==> src/rtl/alu_pkg.sv <==
package alu_pkg;

    typedef enum logic [2:0] {
        OP_AND = 3'b000,
        OP_OR  = 3'b001,
        OP_ADD = 3'b010,
        OP_SUB = 3'b110,
        OP_SLT = 3'b111
    } alu_op_e;

    typedef enum logic [2:0] {
        SEL_NONE,
        SEL_AND,
        SEL_OR,
        SEL_SUM,
        SEL_LESS
    } alu_sel_e;

    typedef struct packed {
        logic     b_negate;
        alu_sel_e sel;
        logic     ovf_en;
    } alu_ctrl_t;

endpackage

==> src/rtl/alu_op_decode.sv <==
module alu_op_decode
    import alu_pkg::*;
(
    input  logic [2:0] op_code,
    output alu_ctrl_t  ctrl
);

    always_comb begin
        ctrl.b_negate = op_code[2];
        ctrl.sel      = SEL_NONE;
        ctrl.ovf_en   = 1'b0;
        unique case (op_code)
            OP_AND: ctrl.sel = SEL_AND;
            OP_OR:  ctrl.sel = SEL_OR;
            OP_ADD: begin
                ctrl.sel    = SEL_SUM;
                ctrl.ovf_en = 1'b1;
            end
            OP_SUB: begin
                ctrl.sel    = SEL_SUM;
                ctrl.ovf_en = 1'b1;
            end
            OP_SLT: ctrl.sel = SEL_LESS;
            default: ctrl.sel = SEL_NONE;
        endcase
    end

    // An operation that selects the compare output must subtract.
    always_comb begin
        p_less_negates_r5: assert (ctrl.sel != SEL_LESS || ctrl.b_negate)
            else $error("compare selected without operand negate");
    end

endmodule

==> src/rtl/alu_carry_chain.sv <==
module alu_carry_chain #(
    parameter int WIDTH = 32
) (
    input  logic [WIDTH-1:0] a_in,
    input  logic [WIDTH-1:0] b_in,
    input  logic             carry_first,
    output logic [WIDTH:0]   carry
);

    always_comb begin
        carry[0] = carry_first;
        for (int i = 0; i < WIDTH; i++) begin
            carry[i+1] = (a_in[i] & b_in[i]) |
                         (a_in[i] & carry[i]) |
                         (b_in[i] & carry[i]);
        end
    end

endmodule

==> src/rtl/alu_bit_cell.sv <==
module alu_bit_cell
    import alu_pkg::*;
(
    input  logic     a_bit,
    input  logic     b_bit,
    input  logic     b_eff_bit,
    input  logic     carry_in,
    input  logic     less_in,
    input  alu_sel_e sel,
    output logic     sum_bit,
    output logic     res_bit
);

    assign sum_bit = a_bit ^ b_eff_bit ^ carry_in;

    always_comb begin
        unique case (sel)
            SEL_AND:  res_bit = a_bit & b_bit;
            SEL_OR:   res_bit = a_bit | b_bit;
            SEL_SUM:  res_bit = sum_bit;
            SEL_LESS: res_bit = less_in;
            default:  res_bit = 1'b0;
        endcase
    end

endmodule

==> src/rtl/alu_zero_detect.sv <==
module alu_zero_detect #(
    parameter int WIDTH = 32
) (
    input  logic [WIDTH-1:0] word_in,
    output logic             is_zero
);

    assign is_zero = ~|word_in;

endmodule

==> src/rtl/int_alu.sv <==
module int_alu
    import alu_pkg::*;
#(
    parameter int WIDTH = 32
) (
    input  logic [WIDTH-1:0] opnd_a,
    input  logic [WIDTH-1:0] opnd_b,
    input  logic [2:0]       op_code,
    output logic [WIDTH-1:0] result,
    output logic             zero_flag,
    output logic             ovf_flag
);

    localparam int MSB = WIDTH - 1;

    alu_ctrl_t        ctrl;
    logic [WIDTH-1:0] b_eff;
    logic [WIDTH:0]   carry;
    logic [WIDTH-1:0] sum;
    logic             ovf_raw;
    logic             less_bit;

    alu_op_decode u_dec (
        .op_code (op_code),
        .ctrl    (ctrl)
    );

    assign b_eff = opnd_b ^ {WIDTH{ctrl.b_negate}};

    alu_carry_chain #(.WIDTH(WIDTH)) u_chain (
        .a_in        (opnd_a),
        .b_in        (b_eff),
        .carry_first (ctrl.b_negate),
        .carry       (carry)
    );

    // Overflow: carry into the sign bit differs from carry out of it.
    assign ovf_raw  = carry[MSB] ^ carry[WIDTH];
    // Signed less-than, corrected when the subtraction overflows.
    assign less_bit = sum[MSB] ^ ovf_raw;

    for (genvar i = 0; i < WIDTH; i++) begin : g_bit
        if (i == 0) begin : g_lsb
            alu_bit_cell u_cell (
                .a_bit     (opnd_a[i]),
                .b_bit     (opnd_b[i]),
                .b_eff_bit (b_eff[i]),
                .carry_in  (carry[i]),
                .less_in   (less_bit),
                .sel       (ctrl.sel),
                .sum_bit   (sum[i]),
                .res_bit   (result[i])
            );
        end else begin : g_upper
            alu_bit_cell u_cell (
                .a_bit     (opnd_a[i]),
                .b_bit     (opnd_b[i]),
                .b_eff_bit (b_eff[i]),
                .carry_in  (carry[i]),
                .less_in   (1'b0),
                .sel       (ctrl.sel),
                .sum_bit   (sum[i]),
                .res_bit   (result[i])
            );
        end
    end

    alu_zero_detect #(.WIDTH(WIDTH)) u_zero (
        .word_in (result),
        .is_zero (zero_flag)
    );

    assign ovf_flag = ctrl.ovf_en & ovf_raw;

    always_comb begin
        p_sub_diff_r4: assert (op_code != OP_SUB || result == opnd_a - opnd_b)
            else $error("subtract result mismatch");
        p_slt_upper_r5: assert (op_code != OP_SLT || result[MSB:1] == '0)
            else $error("compare upper bits not zero");
        p_equal_zero_r6: assert (op_code != OP_SUB || opnd_a != opnd_b || zero_flag)
            else $error("equal operands without zero flag");
        p_add_ovf_sign_r7: assert (op_code != OP_ADD || !ovf_flag || opnd_a[MSB] == opnd_b[MSB])
            else $error("add overflow with mixed signs");
        p_sub_ovf_sign_r8: assert (op_code != OP_SUB || !ovf_flag || opnd_a[MSB] != opnd_b[MSB])
            else $error("subtract overflow with equal signs");
        p_no_overflow_r9: assert (op_code == OP_ADD || op_code == OP_SUB || !ovf_flag)
            else $error("overflow on non-arithmetic code");
    end

endmodule

==> config.mk <==
export PLATFORM = sky130hd
export DESIGN_NAME = int_alu
export DESIGN_NICKNAME = d
export VERILOG_FILES = /design/src/rtl/alu_pkg.sv /design/src/rtl/alu_op_decode.sv /design/src/rtl/alu_carry_chain.sv /design/src/rtl/alu_bit_cell.sv /design/src/rtl/alu_zero_detect.sv /design/src/rtl/int_alu.sv
export SDC_FILE = /design/constraint.sdc
export NUM_CORES = 1
export LEC_CHECK = 0
export ABC_AREA = 1
export BUFFER_PORTS_ARGS = -buffer_cell sky130_fd_sc_hd__buf_2
export CORE_ASPECT_RATIO = 0.8
export CORE_UTILIZATION = 25
export DETAILED_ROUTE_END_ITERATION = 8
export GPL_TIMING_DRIVEN = 0
export MAX_ROUTING_LAYER = met4
export PLACE_DENSITY = 0.44
export REMOVE_ABC_BUFFERS = 1
export SLEW_MARGIN = 20
export SYNTH_ARGS = -nofsm -noshare
export SYNTH_HDL_FRONTEND = slang
export SYNTH_SLANG_ARGS = --single-unit
==> constraint.sdc <==
create_clock -name vclk -period 15.2
set_input_delay 1.52 -clock vclk [all_inputs]
set_output_delay 1.52 -clock vclk [all_outputs]
set_load 0.005 [all_outputs]
==> metrics <==
status=finished, final reports clean; final hold viol count=0; Setup WS pre-CTS=-2.45 ns; Final ANT Viol Nets=0; GR Overflow Total=0; final wirelength=roughly 7.8 mm; Critical Path Sink Type=primary output; initial antenna violation count=0; Achievable Freq=just under 0.07 GHz; Layout clock buffers=0; DIE AREA=between 0.01 and 0.015 mm²; layout filler cell count=1,192; Pre-Repair DR Iteration Count=4; Syn Inst Count=around 430; Pleak=around 1.9 nW; wire length per cell=~12 µm; count of different cell masters after synthesis=20; DP HPWL=between 5 and 6 mm; crit path max-delay cell type=fa_1; Initial DRC Count=65; number of global-route vias before repair=approximately 2.5k; pin count of the biggest net entering global routing=29; core area=between 0.01 and 0.015 mm²; share of layout cells above drive strength 1=31.5%; GP Congestion=0.739; startpoint class of the critical path=input pin; Tcrit/Tclk final=roughly 97%; FFs & Latches=0; Hold Path Cell Cnt=3; GRT Overall Usage=around 15%; Post-Syn Area=around 0.0026 mm²; Worst-Margin Slew=around 1.1 ns; Seq/Total Area, Yosys=0%; diode count=0; VDD IR-drop max=between 0.01 and 0.015 mV; fin util=a little under a third; Final nets=approximately 600; DR DRC count=0; RSZ-0062 raised after global routing=yes; row count=33; Non-Filler Instances=~630; max-slew violation count=0; first-pass GRT wire length=about 13 mm; Top cell by count, worst path=fa_2; DIE WIDTH=about 120 µm; power density over the cells=37.7 mW/mm²; worst path required time=about 14 ns; warning count from the yosys run=0; worst hold path type=input pin to primary output; Crit path arrival time=13.29 ns; min cycle time layout=~15 ns; max incr delay on CP=around 0.43 ns; setup ws final=between 0.3 and 0.4 ns; Hold WS=~3.4 ns; crit path max fanout=19; Rel. slew slack=about 29%; Starting Density=25.7%; Avg Inst Size Synth=approximately 6 µm²; CTS hold repair buffers=0; setup violators final=0; number of max-cap violations=0; placed cells=approximately 630; port bufs=just over 100; via/cell ratio=between 4 and 5; area growth from synthesis to layout=22.7%; FF+latch area=0 µm²; Vias=approximately 2.7k; Setup CP Type=input pin to primary output; die height=approximately 94 µm; I/O pin count=slightly above 100
## worst paths after layout
path | startpoint | slack [ns] | end
setup / recovery | op_code[2] | 0.39 | zero_flag
hold / removal | op_code[0] | 3.42 | ovf_flag
## synth_stat cells, drive strengths merged
master | number | share of area, %
nor3 | 2 | 0.38
nand3 | 81 | 15
xnor2 | 5 | 1.7
nand3b | 4 | 1.1
nand2 | 108 | 15
buf | 50 | 14
or2 | 8 | 1.9
nand4 | 3 | 0.71
clkinv | 1 | 0.14
inv | 85 | 12
clkbuf | 1 | 0.14
nor2 | 27 | 4.1
xor2 | 27 | 9.0
fa | 32 | 24
## where the power goes
group	total (mW)	switching [mW]	internal (mW)
clock	0	0	0
sequential	0	0	0
combinational	0.122	0.0673	0.0546
## cell families (layout without fill, tap and decap cells)
| kind of cell | count (synthesis) | count (layout) | share of synthesized area [%] |
|---|---|---|---|
| simple gates | 233 | 233 | 39.0 |
| buf+inv | 137 | 195 | 26.0 |
| fa+ha+maj | 32 | 32 | 24.3 |
| xor+xnor | 32 | 32 | 10.6 |
## per-stage QoR
step                      power (mW)  setup TNS [ns]  area [µm²]
after CTS                      0.123               0        3200
after floorplan               0.0653          -0.327        2270
after detailed placement       0.114          -12.86        3020
after global routing           0.142         -0.0500        3230
after global placement         0.109          -12.54        2950
final                          0.122               0        3230
## repair_timing
| item | in CTS | in global routing |
|---|---|---|
| setup endpoints to repair | 9 | 1 |
| buffers inserted | 1 | 2 |
| pin swaps | 6 | 5 |
| cloned | 3 | 0 |
| resized for setup | 41 | 3 |
## critical path, delay by kind of cell
| family | cells | cell delay, ns |
|---|---|---|
| buf+inv | 6 | 0.55 |
| fa+ha+maj | 31 | 10.59 |
| simple gates | 9 | 0.62 |
## area by class of cell
class	count	area [µm²]	area share (%)
Inverter	86	339	10.5
Multi-Input combinational cell	297	2060	63.8
Tap cell	140	175	5.42
Timing Repair Buffer	107	638	19.7
Timing Repair inverter	2	17.5	0.542
## per-layer routing
layer  routed length [µm]  GRT usage [%]  vias up  share of wire [%]
met2                 3940           27.5       60                 50
met4                    0          0.316        0                  0
met5                    0              -        -                  0
met3                  288          0.323        0                3.7
met1                 3590           19.7     1239                 46
li1                     -              -     1385                  -
## cell usage in the layout (no fill, tap or decap), drive strengths merged
| master | count |
|---|---|
| nand2 | 108 |
| buf | 106 |
| inv | 87 |
| nand3 | 81 |
| fa | 32 |
| xor2 | 27 |
| nor2 | 27 |
| or2 | 8 |
| xnor2 | 5 |
| nand3b | 4 |
| nand4 | 3 |
| nor3 | 2 |
| clkinv | 1 |
| bufbuf | 1 |
Power figures use the tool's default switching activity.
